`config.mk`:
```
export PLATFORM = sky130hd
export DESIGN_NAME = tmr_chan
export DESIGN_NICKNAME = d
export VERILOG_FILES = /design/src/rtl/tmr_chan_pkg.sv /design/src/rtl/tmr_chan_sync.sv /design/src/rtl/tmr_chan_val.sv /design/src/rtl/tmr_chan_out.sv /design/src/rtl/tmr_chan.sv
export SDC_FILE = /design/constraint.sdc
export NUM_CORES = 1
export LEC_CHECK = 0
export ABC_AREA = 1
export BUFFER_PORTS_ARGS = -buffer_cell sky130_fd_sc_hd__buf_2
export CAP_MARGIN = 20
export CORE_MARGIN = 2
export CORE_UTILIZATION = 55
export DETAILED_ROUTE_END_ITERATION = 16
export PLACE_DENSITY = 0.8
export SYNTH_ARGS = -nofsm -noshare
export SYNTH_HDL_FRONTEND = slang
export SYNTH_HIERARCHICAL = 1
export SYNTH_SLANG_ARGS = --single-unit
```
`constraint.sdc`:
```
create_clock -name clk -period 2.1 [get_ports clk]
set_clock_uncertainty 0.05 [all_clocks]
set_input_delay 0.525 -clock clk [delete_from_list [all_inputs] [get_ports clk]]
set_output_delay 0.525 -clock clk [all_outputs]
set_load 0.01 [all_outputs]
```
`src/rtl/tmr_chan_pkg.sv`:
```
package tmr_chan_pkg;
  localparam int CTL_W  = 8;
  localparam int B_FLAG = 7;

  // control field, bit 0 first: els a/b, mode a/b, toggle-on-overflow, force max
  typedef struct packed {
    logic fmax;
    logic tov;
    logic msb;
    logic msa;
    logic elsb;
    logic elsa;
  } ctrl_t;

  typedef enum logic [1:0] {
    ACT_NONE = 2'b00,
    ACT_TOG  = 2'b01,
    ACT_CLR  = 2'b10,
    ACT_SET  = 2'b11
  } act_e;
endpackage

```
`src/rtl/tmr_chan_sync.sv`:
```
module tmr_chan_sync #(
  parameter int STAGES = 2
) (
  input  logic clk,
  input  logic rst_n,
  input  logic d_i,
  output logic rise_o,
  output logic fall_o
);
  // sh[0..STAGES-1] synchronizer, sh[STAGES] previous synchronized level
  logic [STAGES:0] sh;

  for (genvar g = 0; g <= STAGES; g++) begin : g_stage
    if (g == 0) begin : g_first
      always_ff @(posedge clk or negedge rst_n)
        if (!rst_n) sh[g] <= 1'b0;
        else        sh[g] <= d_i;
    end else begin : g_next
      always_ff @(posedge clk or negedge rst_n)
        if (!rst_n) sh[g] <= 1'b0;
        else        sh[g] <= sh[g-1];
    end
  end

  assign rise_o =  sh[STAGES-1] & ~sh[STAGES];
  assign fall_o = ~sh[STAGES-1] &  sh[STAGES];
endmodule

```
`src/rtl/tmr_chan_val.sv`:
```
module tmr_chan_val #(
  parameter int CW = 16
) (
  input  logic          clk,
  input  logic          rst_n,
  input  logic          buffered_i,
  input  logic          cap_load_i,
  input  logic [CW-1:0] cnt_i,
  input  logic          wr_i,
  input  logic [CW-1:0] wdata_i,
  input  logic          ovf_i,
  output logic [CW-1:0] val_o
);
  logic [CW-1:0] shadow;
  logic          pend;

  always_ff @(posedge clk or negedge rst_n) begin
    if (!rst_n) begin
      val_o  <= '0;
      shadow <= '0;
      pend   <= 1'b0;
    end else begin
      if (buffered_i && ovf_i && pend) pend <= 1'b0;
      if (buffered_i && wr_i) begin
        shadow <= wdata_i;
        pend   <= 1'b1;
      end
      if (cap_load_i)                      val_o <= cnt_i;
      else if (!buffered_i && wr_i)        val_o <= wdata_i;
      else if (buffered_i && ovf_i && pend) val_o <= shadow;
    end
  end
endmodule

```
`src/rtl/tmr_chan_out.sv`:
```
module tmr_chan_out
  import tmr_chan_pkg::*;
(
  input  logic  clk,
  input  logic  rst_n,
  input  ctrl_t ctl_i,
  input  logic  oc_mode_i,
  input  logic  match_i,
  input  logic  ovf_i,
  output logic  lvl_o,
  output logic  pin_o,
  output logic  oe_o
);
  logic lvl_nxt;
  logic max_d;
  act_e act;

  assign act = act_e'({ctl_i.elsb, ctl_i.elsa});

  always_comb begin
    lvl_nxt = lvl_o;
    if (act == ACT_NONE)             lvl_nxt = ctl_i.msa;
    else if (!oc_mode_i)             lvl_nxt = lvl_o;
    else if (ctl_i.tov && ovf_i)     lvl_nxt = ~lvl_o;
    else if (match_i) begin
      case (act)
        ACT_TOG: lvl_nxt = ~lvl_o;
        ACT_CLR: lvl_nxt = 1'b0;
        ACT_SET: lvl_nxt = 1'b1;
        default: lvl_nxt = lvl_o;
      endcase
    end
  end

  always_ff @(posedge clk or negedge rst_n) begin
    if (!rst_n) begin
      lvl_o <= 1'b0;
      max_d <= 1'b0;
    end else begin
      lvl_o <= lvl_nxt;
      max_d <= ctl_i.fmax;
    end
  end

  assign pin_o = (ctl_i.tov && max_d) ? 1'b1 : lvl_o;
  assign oe_o  = oc_mode_i && (act != ACT_NONE);
endmodule

```
`src/rtl/tmr_chan.sv`:
```
module tmr_chan
  import tmr_chan_pkg::*;
#(
  parameter int CW = 16
) (
  input  logic          clk,
  input  logic          rst_n,
  input  logic [CW-1:0] cnt_i,
  input  logic          ovf_i,
  input  logic          cap_i,
  input  logic          reg_wr_i,
  input  logic          reg_rd_i,
  input  logic          reg_addr_i,
  input  logic [CW-1:0] reg_wdata_i,
  output logic [CW-1:0] reg_rdata_o,
  output logic          pin_o,
  output logic          pin_oe_o,
  output logic          flag_o
);
  localparam int PAD_W = CW - CTL_W;

  ctrl_t         ctl;
  logic          armed;
  logic          wr_ctl, wr_val, rd_ctl;
  logic          cap_mode, oc_mode, match, cap_hit;
  logic          rise, fall;
  logic          flag_clr;
  logic [CW-1:0] val;
  logic          pin_lvl;

  assign wr_ctl = reg_wr_i && !reg_addr_i;
  assign wr_val = reg_wr_i &&  reg_addr_i;
  assign rd_ctl = reg_rd_i && !reg_addr_i;

  assign cap_mode = !ctl.msb && !ctl.msa;
  assign oc_mode  = ctl.msb || ctl.msa;
  assign cap_hit  = cap_mode && ((ctl.elsa && rise) || (ctl.elsb && fall));
  assign match    = oc_mode && (cnt_i == val);
  assign flag_clr = wr_ctl && !reg_wdata_i[B_FLAG] && armed;

  always_ff @(posedge clk or negedge rst_n) begin
    if (!rst_n) begin
      ctl    <= '0;
      flag_o <= 1'b0;
      armed  <= 1'b0;
    end else begin
      if (wr_ctl) ctl <= ctrl_t'(reg_wdata_i[$bits(ctrl_t)-1:0]);
      if (wr_ctl)                  armed <= 1'b0;
      else if (rd_ctl && flag_o)   armed <= 1'b1;
      if (cap_hit || match)        flag_o <= 1'b1;
      else if (flag_clr)           flag_o <= 1'b0;
    end
  end

  tmr_chan_sync #(.STAGES(2)) u_sync (
    .clk    (clk),
    .rst_n  (rst_n),
    .d_i    (cap_i),
    .rise_o (rise),
    .fall_o (fall)
  );

  tmr_chan_val #(.CW(CW)) u_val (
    .clk        (clk),
    .rst_n      (rst_n),
    .buffered_i (ctl.msb),
    .cap_load_i (cap_hit),
    .cnt_i      (cnt_i),
    .wr_i       (wr_val),
    .wdata_i    (reg_wdata_i),
    .ovf_i      (ovf_i),
    .val_o      (val)
  );

  tmr_chan_out u_out (
    .clk       (clk),
    .rst_n     (rst_n),
    .ctl_i     (ctl),
    .oc_mode_i (oc_mode),
    .match_i   (match),
    .ovf_i     (ovf_i),
    .lvl_o     (pin_lvl),
    .pin_o     (pin_o),
    .oe_o      (pin_oe_o)
  );

  always_comb begin
    if (reg_addr_i) reg_rdata_o = val;
    else            reg_rdata_o = {{PAD_W{1'b0}}, flag_o, 1'b0, ctl};
  end
endmodule

```
After elaboration in Yosys (flattened, before gate mapping)

Cells that the tools add are included.

Flip-flop bits (word level): 46
Bits of input ports: 39
Output and inout port bits: 19
Logic and storage cells: 76

Eq/ne operators: 4
Multiplexer cells: 16
Bitwise logic cells: 5
Reduce and logical (&&, ||, !) cells: 35

Operator list:

| operator                                                        | number |
|---|---|
| 16-bit two-way mux                                              | 4 |
| 1-bit logical AND                                               | 18 |
| 16-bit == test                                                  | 1 |
| 1-bit two-way mux                                               | 11 |
| 2-bit nonzero test                                              | 5 |
| 3-bit nonzero test                                              | 2 |
| 5-bit nonzero test                                              | 1 |
| 2-bit == test, second input constant                            | 2 |
| 1-bit zero test                                                 | 4 |
| 1-bit logical OR                                                | 3 |
| 1-bit inverter                                                  | 3 |
| 1-bit one-hot mux with 3 select lines                           | 1 |
| 3-bit AND reduction                                             | 1 |
| 1-bit AND                                                       | 2 |
| 2-bit by 1-bit == test with 1-bit output, second input constant | 1 |
| 2-bit zero test                                                 | 1 |

Longest topological paths before layout

Gate-level depths: netlist (run 1).

Word-level depth: 7
Gate-level depth with buffers: 14
Mapped depth without buffers: 14

By module

The synthesis (run 1) kept the hierarchy.

By module, submodules not included:

| module        | instances | cells an instance | area an instance (um2) | seq. area each (um2) |
|---|---|---|---|---|
| tmr_chan_val  | 1         | 182               | 1,722.9                | 825.8 |
| tmr_chan      | 1         | 174               | 929.6                  | 200.2 |
| tmr_chan_out  | 1         | 22                | 147.6                  | 50.0 |
| tmr_chan_sync | 1         | 7                 | 90.1                   | 75.1 |

Worst setup path after synthesis (run 1)

OpenSTA, ideal clock, no wires.

Path kind: input -> register
From: input port reg_addr_i
To: register u_val.shadow[10]
Setup time: 0.125 ns
Data arrival time: 1.545 ns
Data required time: 1.925 ns
Setup slack: 0.381 ns
Cell stages on the path: 7
Path buffers: 3
Cell sequence: clkbuf_1 -> nand2_1 -> inv_1 -> buf_4 -> nand2_4 -> buf_6 -> mux2_2

Word-level cells in the longest chain between the ends: 2

Ends and longest elaborated chain:

| item                   | RTL line           | source |
|---|---|---|
| start: declaration     | tmr_chan.sv:13     | `input logic reg_addr_i,` |
| 1-bit logical AND      | tmr_chan.sv:32     | `assign wr_val = reg_wr_i && reg_addr_i;` |
| named net wr_val       | tmr_chan.sv:24     | `logic wr_ctl, wr_val, rd_ctl;` |
| 1-bit logical AND      | tmr_chan_val.sv:24 | `if (buffered_i && wr_i) begin` |
| end signal: assignment | tmr_chan_val.sv:25 | `shadow <= wdata_i;` |
| end: declaration       | tmr_chan_val.sv:14 | `logic [CW-1:0] shadow;` |

The timed path passes the listed nets, and every way through them passes these cells.
A chain may end at the register's enable or synchronous reset.

Worst setup path after layout (run 1)

From: register ctl[3] in the netlist's numbering
To: output port pin_oe_o

Word-level cells in the longest chain between the ends: 2

Ends and longest elaborated chain:

| item                     | RTL line           | source |
|---|---|---|
| start: declaration       | tmr_chan.sv:22     | `ctrl_t ctl;` |
| start signal: assignment | tmr_chan.sv:47     | `if (wr_ctl) ctl <= ctrl_t'(reg_wdata_i[$bits(ctrl_t)-1:0]);` |
| 1-bit logical OR         | tmr_chan.sv:36     | `assign oc_mode = ctl.msb \|\| ctl.msa;` |
| named net oc_mode        | tmr_chan.sv:25     | `logic cap_mode, oc_mode, match, cap_hit;` |
| 1-bit logical AND        | tmr_chan_out.sv:46 | `assign oe_o = oc_mode_i && (act != ACT_NONE);` |
| end: declaration         | tmr_chan.sv:17     | `output logic pin_oe_o,` |

The timed path passes the listed nets, and every way through them passes these cells.

==> results of run 1 <==
area by class of cell:
type / instances / area, um2 / share of cell area
Multi-Input combinational cell: 267 / 1425 / 0.4282
Inverter: 55 / 206.4 / 0.06203
Clock buffer: 6 / 72.57 / 0.02180
Sequential cell: 46 / 1151 / 0.3459
Timing Repair Buffer: 62 / 347.8 / 0.1045
Clock inverter: 2 / 37.54 / 0.01128
Tap cell: 70 / 87.58 / 0.02632
where the power goes:
group,switching (W),total [W],internal (W)
Sequential,0.000259,0.00141,0.00116
Combinational,0.000706,0.00124,0.000539
Clock,0.000304,0.000659,0.000355
registers in the layout, summed over array words and instances (netlist names):
signal        count
flag_o            1
u_val/shadow     16
armed             1
u_out/max_d       1
ctl               6
u_val/val_o      16
u_val/pend        1
u_sync/sh         3
u_out/lvl_o       1
cells by family after synthesis:
kind of cell / Yosys count
XOR/XNOR: 4
AND/OR/NAND/NOR: 224
multiplexers: 18
AO/OA/AOI/OAI: 21
buffers and inverters: 72
flip-flops: 46
per-stage QoR:
stage / power [W] / hold slack [ns] / setup slack (ns) / cell area (um2)
6_report: 0.003319 / 0.1301 / 0.1310 / 3328
5_1_grt: 0.003606 / 0.1617 / 0.08748 / 3328
4_1_cts: 0.003317 / 0.1522 / 0.1461 / 3328
3_5_place_dp: 0.002648 / 0.2936 / 0.2613 / 3218
3_3_place_gp: 0.002604 / 0.2849 / 0.3140 / 3218
2_1_floorplan: 0.002250 / 0.1794 / 0.3806 / 2890
metal layers:
| metal | share of wire | GRT usage |
|---|---|---|
| met1 | 0.44 | 0.3689 |
| met2 | 0.45 | 0.4009 |
| met3 | 0.083 | 0.06043 |
| met4 | 0.025 | 0.08364 |
| met5 | 0 | 0 |
path summary, 6_finish.rpt:
path,startpoint,to,slack [ns],cells past startpoint
setup / recovery,ctl[3]$_DFFE_PN0N_,pin_oe_o,0.13,5
hold / removal,rst_n,u_out/lvl_o$_DFFE_PN0P_,0.13,1
setup reg to reg,u_sync/sh[2]$_DFF_PN0_,u_val/val_o[15]$_DFFE_PN0P_,0.31,10
hold reg to reg,u_sync/sh[0]$_DFF_PN0_,u_sync/sh[1]$_DFF_PN0_,0.31,0
max in group asynchronous,rst_n,u_val/pend$_DFFE_PN0P_,1.35,2
min in group clk,cap_i,u_sync/sh[0]$_DFF_PN0_,0.28,1
critical path, delay by kind of cell (launching register included):
kind,cells,cell delay [ns]
buffers and inverters,3,0.34
DFF,1,0.46
and+or+nand+nor,2,0.29
synth_stat cells:
| cell | instances |
|---|---|
| nand4_1 | 19 |
| nor2_4 | 1 |
| a21o_1 | 1 |
| mux2_2 | 17 |
| nand3_4 | 1 |
| nand3_2 | 2 |
| mux2_4 | 1 |
| dfrtp_1 | 46 |
| a21oi_1 | 6 |
| inv_1 | 50 |
| nor3b_1 | 1 |
| nor3_1 | 2 |
| inv_2 | 5 |
| nand2_2 | 2 |
| buf_4 | 4 |
| buf_6 | 3 |
| a21bo_2 | 1 |
| buf_2 | 5 |
| clkbuf_1 | 5 |
| a21boi_0 | 1 |
| xnor2_1 | 4 |
| nand2_1 | 93 |
| and2_1 | 2 |
| nand2_4 | 2 |
| or2_2 | 17 |
| nand3_1 | 55 |
| a22o_1 | 1 |
| o21ai_0 | 11 |
| nor2_1 | 27 |
==> run_results.csv, run 1 <==
group,metric,value,unit
grt,antenna_found_initial,0,
grt,grt_pass1_wl,12250,um
finish,final_core_utilization,0.6558,
timing,finalSetupViolCount,0,
finish,nFillCells,452,
clock_network,cts-root-buf,"clkbuf_8",
placed_design,gp_congestion,0.8979,
grt,grt_max_degree,50,
placed_design,io_buffers,57,
finish,antenna-diode-count,0,
worst_setup_path,cp-end-kind,"output pin",
pwr,p_per_area,997.2,nW/um2
clock_network,holdBufCountCts,0,
routing,wl_per_cell,13.98,um
synthesis,synth.top_cell.area_share,0.3983,
routing,dr.pass1.iters,5,
grt,grt_pass1_vias,2591,
placed_design,place_inst,500,
synthesis,yosysTopAreaCell,"dfrtp_1",
worst_setup_path,worst_path_max_delay_cell,"dfrtp_1",
placed_design,place_hpwl,5204,um
clock_network,clock_latency,0.30,ns
worst_setup_path,crit_fanout,5,
timing,slew_headroom,0.6623,
synthesis,ys_seq_area_frac,0.3983,
floorplan,ioPinCount,58,
finish,final_cell_mix,"93 x nand2_1, 57 x buf_2, 55 x nand3_1, 50 x inv_1, 46 x dfrtp_1",
floorplan,rows,26,
floorplan,die_area,5851,um2
finish,stdcell_count,508,
status,status,"finished clean",
finish,nets,476,
timing,period_needed,1.969,ns
floorplan,core_area,5075,um2
finish,area_growth,15.15,%
clock_network,htree_levels,2,
finish,final_common_cell,"nand2_1",
clock_network,cts_setup_buffers,0,
synthesis,synth_area,2890,um2
timing,fmax,507.9,MHz
routing,via_per_inst,5.335,
clock_network,ctsResizeCount,0,
timing,hold_viol_final,0,
job,drv_cap,0,
synthesis,synth_area_leaders,"dfrtp_1 40%, nand2_1 12%, nand3_1 9.5%, mux2_2 6.6%, inv_1 6.5%",
timing,max_slew.worst_pin.slew,0.5065,ns
timing,timing.final.max_slew_violations,0,
synthesis,yosys.area_share.adder,0,
synthesis,yosys_warnings,6,
floorplan,start_util,0.5695,
synthesis,synth_top_family_by_area,"simple AND/OR/NAND/NOR gates",
pwr,p_leak,1.845,nW
finish,layout-drive-gt1-share,0.2694,
grt,track_usage,0.2618,
floorplan,die_h,76.49,um
routing,num_vias,2710,
worst_setup_path,crit_chain,"nor2_1 > inv_1 > inv_1 > nor2_1 > buf_2",
timing,rsz0062_at_grt,"false",
clock_network,clk_pin_slew,0.09,ns
worst_setup_path,crit_required,1.52,ns
worst_setup_path,critical_path_class,"reg -> out",
clock_network,clock-sinks,46,
synthesis,ys_seq_elements,46,
synthesis,synth_cells,385,
min_path,hp-class,"in -> async",
floorplan,die_width,76.49,um
synthesis,muxShareOfSynthArea,0.07143,
clock_network,numCtsBuffers,5,
timing,period_share,0.9376,
synthesis,synth-xor-area-share,0.01212,
synthesis,synth_compound_area_frac,0.04113,
worst_setup_path,slowest_delay,0.46,ns
worst_setup_path,crit_arrival,1.39,ns
pwr,ir_drop,0.5300,mV
worst_setup_path,start_kind,"flip-flop",
routing,finalWirelength,7101,um
routing,drc,0,
routing,first_iter_violations,281,
synthesis,synthSimpleGateAreaFrac,0.3684,
synthesis,syn_avg_cell_area,7.507,um2
routing,detail-route-antenna-nets,0,
timing,fin_tns_setup,0,ns
grt,grt_overflow,0,
clock_network,cts_tree,"built",
clock_network,ctsLongestPathBuffers,2,
synthesis,syn-num-nets,424,
synthesis,ys_types,29,
(Power assumes the default switching activity.)
==> run 2, diff against run 1 <==
--- a/config.mk
+++ b/config.mk
@@ -6,7 +6,7 @@
 export NUM_CORES = 1
 export LEC_CHECK = 0
 export ABC_AREA = 1
-export BUFFER_PORTS_ARGS = -buffer_cell sky130_fd_sc_hd__buf_2
+export BUFFER_PORTS_ARGS = -buffer_cell sky130_fd_sc_hd__clkbuf_2
 export CAP_MARGIN = 20
 export CORE_MARGIN = 2
 export CORE_UTILIZATION = 55
==> run_results.csv, run 2 (same netlist as run 1, synthesis figures left out) <==
group,metric,value,unit
worst_setup_path,r2r_start,"u_sync/sh[2]$_DFF_PN0_",
routing,num_vias,2730,
routing,finalWirelength,7277,um
worst_setup_path,start_kind,"flip-flop",
floorplan,die_h,76.49,um
timing,rsz0062_at_grt,"false",
floorplan,start_util,0.5695,
job,drv_cap,0,
routing,dr.pass1.iters,5,
routing,via_per_inst,5.385,
grt,track_usage,0.2597,
clock_network,cts_setup_buffers,0,
min_path,hp-class,"in -> async",
finish,antenna-diode-count,0,
floorplan,die_area,5851,um2
floorplan,ioPinCount,58,
clock_network,cts_tree,"built",
finish,nets,475,
routing,wl_per_cell,14.35,um
clock_network,clock-sinks,46,
pwr,ir_drop,0.4847,mV
worst_setup_path,cp-end-kind,"output pin",
clock_network,htree_levels,2,
clock_network,cts-root-buf,"clkbuf_8",
clock_network,ctsLongestPathBuffers,2,
timing,finalSetupViolCount,0,
timing,hold_viol_final,0,
routing,detail-route-antenna-nets,0,
worst_setup_path,crit_arrival,1.37,ns
worst_setup_path,crit_fanout,5,
worst_setup_path,crit_required,1.52,ns
finish,reg_top3,"u_val/shadow (16), u_val/val_o (16), ctl (6)",
pwr,p_per_area,986.1,nW/um2
grt,grt_overflow,0,
worst_setup_path,r2r_setup_slack,0.32,ns
clock_network,numCtsBuffers,5,
status,status,"finished clean",
finish,final_common_cell,"nand2_1",
clock_network,clock_latency,0.30,ns
finish,area_growth,13.90,%
floorplan,rows,26,
timing,hold_slack,0.2405,ns
finish,nFillCells,456,
routing,first_iter_violations,247,
pwr,p_leak,1.835,nW
routing,drc,0,
placed_design,gp_congestion,0.8496,
floorplan,die_width,76.49,um
timing,period_share,0.9268,
placed_design,io_buffers,57,
worst_setup_path,ff2ff_path_depth,10,
timing,slew_headroom,0.6103,
placed_design,place_hpwl,5182,um
grt,antenna_found_initial,0,
timing,fmax,513.8,MHz
grt,grt_pass1_vias,2505,
worst_setup_path,reg2reg_to,"u_val/val_o[2]$_DFFE_PN0P_",
timing,fin_tns_setup,0,ns
clock_network,clk_pin_slew,0.10,ns
finish,layout-drive-gt1-share,0.2700,
clock_network,ctsResizeCount,0,
timing,max_slew.worst_pin.slew,0.5846,ns
floorplan,core_area,5075,um2
clock_network,holdBufCountCts,0,
finish,final_cell_mix,"93 x nand2_1, 57 x clkbuf_2, 55 x nand3_1, 50 x inv_1, 46 x dfrtp_1",
grt,grt_pass1_wl,12070,um
worst_setup_path,critical_path_class,"reg -> out",
timing,period_needed,1.946,ns
timing,timing.final.max_slew_violations,0,
grt,grt_max_degree,50,
-- run 2: cell count changes in the layout (fill, tap and decap cells not counted), sizes merged --
cell	change
inv	+1
buf	-58
clkbuf	+56
bufinv	-1
clkinv	+1
-- run 2: worst max path at each step --
stage | startpoint | to | slack, ns | cells after the start
after detailed placement | reg_addr_i | u_val/val_o[15]$_DFFE_PN0P_ | 0.12 | 7
final | ctl[3]$_DFFE_PN0N_ | pin_oe_o | 0.15 | 5
after global routing | ctl[3]$_DFFE_PN0N_ | pin_oe_o | 0.08 | 5
after global placement | reg_addr_i | u_val/val_o[4]$_DFFE_PN0P_ | 0.17 | 7
after floorplan | reg_addr_i | u_val/shadow[10]$_DFFE_PN0P_ | 0.38 | 7
after CTS | ctl[3]$_DFFE_PN0N_ | pin_oe_o | 0.15 | 5
-- run 2: critical path, stage by stage (launching register included) --
cell and delay (ns):
dfrtp_1 0.47, nor2_1 0.23, inv_1 0.14, inv_1 0.07, nor2_1 0.04, clkbuf_2 0.12
-- run 2: layer usage --
layer / GRT usage / vias to the layer above / routed length [um]
met2: 0.4230 / 114 / 3373
li1: - / 1340 / -
met3: 0.04265 / 16 / 499
met1: 0.3596 / 1260 / 3237
met5: 0 / - / 0
met4: 0.07455 / 0 / 166
-- run 2: metrics by stage --
| step | instance area, um2 | total power, W | cells | util | worst slack, ns |
|---|---|---|---|---|---|
| after floorplan | 2890 | 0.002250 | 385 | - | 0.3806 |
| after global placement | 3198 | 0.002603 | 499 | 0.6302 | 0.1661 |
| after detailed placement | 3198 | 0.002653 | 499 | 0.6302 | 0.1193 |
| after CTS | 3292 | 0.003229 | 507 | 0.6487 | 0.1535 |
| after global routing | 3292 | 0.003484 | 507 | 0.6487 | 0.08434 |
| final | 3292 | 0.003246 | 507 | 0.6487 | 0.1537 |
-- run 2: final cells by class --
| class | count | area, um2 | share of cell area |
|---|---|---|---|
| tap | 70 | 87.58 | 0.02661 |
| inverter | 55 | 206.4 | 0.06271 |
| clock buffer | 5 | 68.82 | 0.02090 |
| sequential | 46 | 1151 | 0.3497 |
| clock inverter | 3 | 25.02 | 0.007602 |
| multi-input combinational | 267 | 1425 | 0.4329 |
| timing repair buffer | 61 | 327.8 | 0.09958 |
-- run 2: where the power goes --
part	internal, W	switching (W)	leakage [nW]
registers	0.00115	0.000264	0.548
clock network	0.000241	0.000338	0.0447
logic	0.000531	0.000717	1.24
